==> config.mk <==
export PLATFORM = sky130hd
export DESIGN_NAME = mem_bank_decoder
export DESIGN_NICKNAME = d
export VERILOG_FILES = /design/src/rtl/mbd_pkg.sv /design/src/rtl/mbd_addr_decode.sv /design/src/rtl/mbd_io_regs.sv /design/src/rtl/mbd_ram_guard.sv /design/src/rtl/mem_bank_decoder.sv
export SDC_FILE = /design/constraint.sdc
export NUM_CORES = 1
export LEC_CHECK = 0
export ABC_AREA = 1
export BUFFER_PORTS_ARGS = -buffer_cell sky130_fd_sc_hd__buf_2
export CAP_MARGIN = 20
export CORE_MARGIN = 2
export CORE_UTILIZATION = 46
export DETAILED_ROUTE_END_ITERATION = 10
export GPL_ROUTABILITY_DRIVEN = 0
export PLACE_DENSITY = 0.79
export SETUP_SLACK_MARGIN = 0.2
export SLEW_MARGIN = 20
export SYNTH_ARGS = -nofsm -noshare
export SYNTH_HDL_FRONTEND = slang
export SYNTH_SLANG_ARGS = --single-unit
==> constraint.sdc <==
create_clock -name clk -period 1.3 [get_ports clk]
set_input_delay 0.26 -clock clk [delete_from_list [all_inputs] [get_ports clk]]
set_output_delay 0.26 -clock clk [all_outputs]
set_load 0.005 [all_outputs]
==> src/rtl/mbd_pkg.sv <==
`timescale 1ns/1ps
// Package: shared region type for the banked memory decoder.
// Assumes a 16-bit CPU address space split into RAM, I/O window and ROM windows.
package mbd_pkg;

    localparam int unsigned ADDR_W = 16;
    localparam int unsigned DATA_W = 8;

    // Which target an address belongs to
    typedef enum logic [2:0] {
        RGN_NONE  = 3'd0,
        RGN_RAM   = 3'd1,
        RGN_IO    = 3'd2,
        RGN_BANK  = 3'd3,
        RGN_FIXED = 3'd4
    } region_e;

endpackage

==> src/rtl/mbd_addr_decode.sv <==
`timescale 1ns/1ps
// Module: mbd_addr_decode
// Classifies a CPU address into one target region. Purely combinational.
// Assumes the RAM size and the I/O window both lie below 0x4000, with the
// I/O window above the end of RAM.
module mbd_addr_decode
    import mbd_pkg::*;
#(
    parameter int unsigned RAM_AW  = 13,
    parameter int unsigned IO_AW   = 6,
    parameter logic [15:0] IO_BASE = 16'h3FC0
) (
    input  logic [ADDR_W-1:0] addr,
    output region_e           rgn
);

    localparam int unsigned HI_W = ADDR_W - IO_AW;

    logic in_io;
    logic in_ram;

    // Window membership tests
    assign in_io  = (addr[ADDR_W-1:IO_AW] == IO_BASE[ADDR_W-1:IO_AW]);
    assign in_ram = (addr[ADDR_W-1:RAM_AW] == '0);

    // Priority order: fixed ROM, banked ROM, I/O window, RAM
    always_comb begin
        if (addr[ADDR_W-1])
            rgn = RGN_FIXED;
        else if (addr[ADDR_W-2])
            rgn = RGN_BANK;
        else if (in_io)
            rgn = RGN_IO;
        else if (in_ram)
            rgn = RGN_RAM;
        else
            rgn = RGN_NONE;
    end

    wire unused_hi = ^HI_W;

endmodule

==> src/rtl/mbd_io_regs.sv <==
`timescale 1ns/1ps
// Module: mbd_io_regs
// Holds the ROM page register, the lock enable and the lock size code, and
// returns them on register reads. Unused offsets read 0 and ignore writes.
// Assumes wr_en and rd_en are already qualified with the I/O window select.
module mbd_io_regs
    import mbd_pkg::*;
#(
    parameter int unsigned IO_AW       = 6,
    parameter int unsigned PAGE_W      = 6,
    parameter int unsigned SIZE_W      = 4,
    parameter logic [5:0]  PAGE_OFS    = 6'h3C,
    parameter logic [5:0]  LOCK_EN_OFS = 6'h3D,
    parameter logic [5:0]  LOCK_SZ_OFS = 6'h3E
) (
    input  logic              clk,
    input  logic              rst_n,
    input  logic              wr_en,
    input  logic              rd_en,
    input  logic [IO_AW-1:0]  ofs,
    input  logic [DATA_W-1:0] wdata,
    output logic [PAGE_W-1:0] page_q,
    output logic              lock_en_q,
    output logic [SIZE_W-1:0] lock_sz_q,
    output logic [DATA_W-1:0] rdata
);

    // Register writes, synchronous active-low reset to the unlocked page-0 state
    always_ff @(posedge clk) begin
        if (!rst_n) begin
            page_q    <= '0;
            lock_en_q <= 1'b0;
            lock_sz_q <= '0;
        end else if (wr_en) begin
            case (ofs)
                PAGE_OFS[IO_AW-1:0]:    page_q    <= wdata[PAGE_W-1:0];
                LOCK_EN_OFS[IO_AW-1:0]: lock_en_q <= wdata[0];
                LOCK_SZ_OFS[IO_AW-1:0]: lock_sz_q <= wdata[SIZE_W-1:0];
                default: ;
            endcase
        end
    end

    // Read multiplexer, zero outside a register read
    always_comb begin
        rdata = '0;
        if (rd_en) begin
            case (ofs)
                PAGE_OFS[IO_AW-1:0]:    rdata = DATA_W'(page_q);
                LOCK_EN_OFS[IO_AW-1:0]: rdata = DATA_W'(lock_en_q);
                LOCK_SZ_OFS[IO_AW-1:0]: rdata = DATA_W'(lock_sz_q);
                default:                rdata = '0;
            endcase
        end
    end

endmodule

==> src/rtl/mbd_ram_guard.sv <==
`timescale 1ns/1ps
// Module: mbd_ram_guard
// Gates RAM writes against a lock covering the top 2^code bytes of RAM.
// A code at or above RAM_AW covers the whole RAM. Assumes wr_req is already
// qualified with the RAM region.
module mbd_ram_guard #(
    parameter int unsigned RAM_AW = 13,
    parameter int unsigned SIZE_W = 4
) (
    input  logic              wr_req,
    input  logic [RAM_AW-1:0] offset,
    input  logic              lock_en,
    input  logic [SIZE_W-1:0] lock_sz,
    output logic              hit,
    output logic              ram_we
);

    logic [RAM_AW-1:0] mask;

    // Bit g of the mask is set when it lies above the protected span
    for (genvar g = 0; g < RAM_AW; g++) begin : g_mask
        assign mask[g] = (32'(lock_sz) <= 32'(g));
    end

    // Region hit: every mask bit of the offset is one
    assign hit    = ((offset & mask) == mask);
    // Write passes unless the lock is armed and the offset is inside the region
    assign ram_we = wr_req && !(lock_en && hit);

endmodule

==> src/rtl/mem_bank_decoder.sv <==
`timescale 1ns/1ps
// Module: mem_bank_decoder
// Top level: decodes CPU accesses into RAM, banked/fixed ROM and I/O window
// enables, drives the ROM page lines and applies the top-of-RAM write lock.
// Assumes cpu_rd and cpu_wr are never active together, and that the address
// is stable across the clock edge of a register write.
module mem_bank_decoder
    import mbd_pkg::*;
#(
    parameter int unsigned RAM_AW      = 13,
    parameter int unsigned PAGE_W      = 6,
    parameter int unsigned SIZE_W      = 4,
    parameter int unsigned IO_AW       = 6,
    parameter logic [15:0] IO_BASE     = 16'h3FC0,
    parameter logic [5:0]  PAGE_OFS    = 6'h3C,
    parameter logic [5:0]  LOCK_EN_OFS = 6'h3D,
    parameter logic [5:0]  LOCK_SZ_OFS = 6'h3E
) (
    input  logic        clk,
    input  logic        rst_n,
    input  logic [15:0] cpu_addr,
    input  logic [7:0]  cpu_wdata,
    input  logic        cpu_rd,
    input  logic        cpu_wr,
    output logic        ram_cs,
    output logic        ram_we,
    output logic        rom_cs,
    output logic [5:0]  rom_page,
    output logic        io_cs,
    output logic [7:0]  io_rdata
);

    localparam int unsigned FIX_ONES = PAGE_W - 1;

    region_e           rgn;
    logic              access;
    logic              in_io;
    logic [PAGE_W-1:0] page_q;
    logic              lock_en_q;
    logic [SIZE_W-1:0] lock_sz_q;
    logic              lock_hit;

    mbd_addr_decode #(
        .RAM_AW (RAM_AW),
        .IO_AW  (IO_AW),
        .IO_BASE(IO_BASE)
    ) u_dec (
        .addr(cpu_addr),
        .rgn (rgn)
    );

    // Any strobe means a bus cycle is in progress
    assign access = cpu_rd || cpu_wr;
    assign in_io  = (rgn == RGN_IO);

    mbd_io_regs #(
        .IO_AW      (IO_AW),
        .PAGE_W     (PAGE_W),
        .SIZE_W     (SIZE_W),
        .PAGE_OFS   (PAGE_OFS),
        .LOCK_EN_OFS(LOCK_EN_OFS),
        .LOCK_SZ_OFS(LOCK_SZ_OFS)
    ) u_regs (
        .clk      (clk),
        .rst_n    (rst_n),
        .wr_en    (cpu_wr && in_io),
        .rd_en    (cpu_rd && in_io),
        .ofs      (cpu_addr[IO_AW-1:0]),
        .wdata    (cpu_wdata),
        .page_q   (page_q),
        .lock_en_q(lock_en_q),
        .lock_sz_q(lock_sz_q),
        .rdata    (io_rdata)
    );

    mbd_ram_guard #(
        .RAM_AW(RAM_AW),
        .SIZE_W(SIZE_W)
    ) u_guard (
        .wr_req (cpu_wr && (rgn == RGN_RAM)),
        .offset (cpu_addr[RAM_AW-1:0]),
        .lock_en(lock_en_q),
        .lock_sz(lock_sz_q),
        .hit    (lock_hit),
        .ram_we (ram_we)
    );

    // Chip enables, qualified by an active strobe
    always_comb begin
        ram_cs = access && (rgn == RGN_RAM);
        rom_cs = access && ((rgn == RGN_BANK) || (rgn == RGN_FIXED));
        io_cs  = access && in_io;
    end

    // Upper ROM lines: fixed window forces the top two pages, else the page register
    always_comb begin
        if (rgn == RGN_FIXED)
            rom_page = {{FIX_ONES{1'b1}}, cpu_addr[ADDR_W-2]};
        else
            rom_page = page_q;
    end

    wire unused_hit = lock_hit;

endmodule

==> impl_metrics.json <==
{
  "max_clock_freq_mhz": 562,
  "vias": 1658,
  "slew_violations": 0,
  "ir_worst_vdd_mv": 0.786,
  "ant_nets": 0,
  "hold_viol": 0,
  "h-tree-depth": 1,
  "wl_um": 5410,
  "initial_core_util": 0.501,
  "hold_path.class": "primary input to flip-flop",
  "period_share": 1.37,
  "ys_seq_area_frac": 0.219,
  "nets": 282,
  "avgRoutedWirePerCell_um": 19.3,
  "synth_seq_cells": 11,
  "drive_gt1_frac": 0.577,
  "fin_crit_ps": 1780,
  "clock-sinks": 11,
  "num_rows": 16,
  "ctsHoldBuffers": 0,
  "synth_edf_count": 0,
  "drtIter0Drc": 132,
  "status": "finished, violations left",
  "cts-root-buf": "clkbuf_4",
  "die_w_um": 50.7,
  "drc_errors": 0,
  "critPathMaxFanout": 7,
  "grt-ovfl-total": 0,
  "port_buffers": 41,
  "rsz0062_at_grt": "yes",
  "power_w": 0.000891,
  "arrival_ps": 1520,
  "leakagePower_nw": 0.937,
  "vias_per_cell": 5.92,
  "syn_area_um2": 1000,
  "clkLatencyLatePin_ps": 280,
  "cts_tree": "done",
  "cp.required_ps": 1040,
  "antenna_found_initial": 0,
  "antenna_cells": 0,
  "power_density_nw_per_um2": 475,
  "grt_max_degree": 12,
  "dp.cells": 265,
  "fin_skew_ps": 0,
  "netlist_instances": 182,
  "finalSetupViolations": 8,
  "core_area_um2": 2000,
  "grt_pass1_wl_um": 6150,
  "dieArea_um2": 2570,
  "synth.distinct_cells": 24,
  "clkTransAtPathRegs_ps": 70,
  "area_growth_pct": 86.7,
  "first_global_vias": 1426,
  "synth_area_per_cell_um2": 5.51,
  "die_y_um": 50.7,
  "drv_cap": 0,
  "io_pins": 46,
  "synth_flop_cell": "dfxtp_1",
  "violations": "setup timing",
  "clockBufferDepth": 2,
  "grt_use_total": 0.319,
  "synth_warnings": 0,
  "fin_cells": 280,
  "critPathKind": "flip-flop to output pin",
  "dp_hpwl_um": 2530,
  "dr.pass1.iters": 5,
  "cp-start-kind": "flip-flop",
  "setup_slack_ps": -478,
  "cts_buffers": 3,
  "async_reset_ff_frac": 0,
  "worst_setup_path_end_kind": "output pin"
}
path summary, 6_finish.rpt:
kind	start	to	slack, ps	cells after the start
max	u_regs.lock_sz_q[2]	ram_we	-480	8
min	rst_n	u_regs.lock_en_q	310	3
max reg2reg	u_regs.lock_sz_q[1]	u_regs.lock_sz_q[1]	390	4
min reg2reg	u_regs.page_q[5]	u_regs.page_q[5]	490	2
metal layers:
layer | part of all wire | GRT usage
met3 | 0.13 | 0.0476
met1 | 0.34 | 0.328
met5 | 0 | 0
met4 | 0.064 | 0.189
met2 | 0.47 | 0.601
kinds of logic (layout without fill, tap and decap cells):
kind of cell	after synthesis	count (layout)	share of synthesized area
AND/OR/NAND/NOR	129	129	0.594
AO/OA/AOI/OAI	7	7	0.0362
buffers and inverters	34	104	0.147
other	1	2	0.00374
flip-flops	11	11	0.219
cell usage in the layout (no fill, tap or decap), types with 4 or more instances in the layout:
master,count
buf_8,5
buf_4,26
nand4_1,11
dfxtp_4,4
inv_1,17
nor2_1,37
nand2_2,4
nand2_1,35
buf_6,19
nor2_2,8
buf_2,23
inv_2,8
dfxtp_2,6
nand2_4,9
nor2_4,11
a21oi_2,4
registers in the layout (all words and copies together), names as in the netlist:
register	flops
u_regs.lock_sz_q	4
u_regs.lock_en_q	1
u_regs.page_q	6
repair_timing:
item	in CTS	in global routing
pin swaps	16	33
gates resized for setup	50	35
setup buffers	4	7
endpoints found under the setup margin	14	25
cell usage after synthesis, types with 2 or more instances:
library cell,instances,area (um^2)
a21oi_1,4,20.0
or2_2,3,18.8
nor3_2,2,20.0
nand2_1,44,165
buf_2,3,15.0
buf_4,2,15.0
nand4_1,11,68.8
inv_2,3,11.3
nor2_4,3,33.8
nand2_2,5,31.3
nand3_1,5,25.0
nor2_1,49,184
dfxtp_1,11,220
o21ai_0,2,10.0
inv_1,23,86.3
nor2_2,4,25.0
report_power, final:
| part | switching [W] | leakage, nW | internal, W |
|---|---|---|---|
| Combinational | 0.000167 | 0.827 | 0.000156 |
| Sequential | 0.00000000910 | 0.0949 | 0.000328 |
| Clock | 0.000121 | 0.0150 | 0.000119 |
through the flow:
step / instance area, um^2 / setup slack, ps / TNS, ps / hold slack [ps] / util
global placement: 1480 / -137 / -740 / 465 / 0.737
floorplan: 1140 / 139 / 0 / 381 / -
CTS: 1710 / -294 / -739 / 298 / 0.854
detailed placement: 1480 / -185 / -1050 / 473 / 0.737
global route: 1870 / -574 / -1920 / 315 / 0.936
finish: 1870 / -478 / -1490 / 306 / 0.936
area by class of cell:
cell class | count | area, um^2
multi-input cells | 138 | 862
repair buffers | 73 | 599
flip-flops and latches | 11 | 243
fillers | 72 | 129
inverters | 27 | 109
well taps | 27 | 33.8
clock buffers | 4 | 26.3
critical path: stages, from the launching register on:
cell	delay, ps
dfxtp_4	440
nor2_4	60
nand2_1	100
nand2_1	80
nor2_1	150
nand3_1	120
nor2_2	130
nor2_1	50
buf_2	120
(Power assumes the default switching activity.)
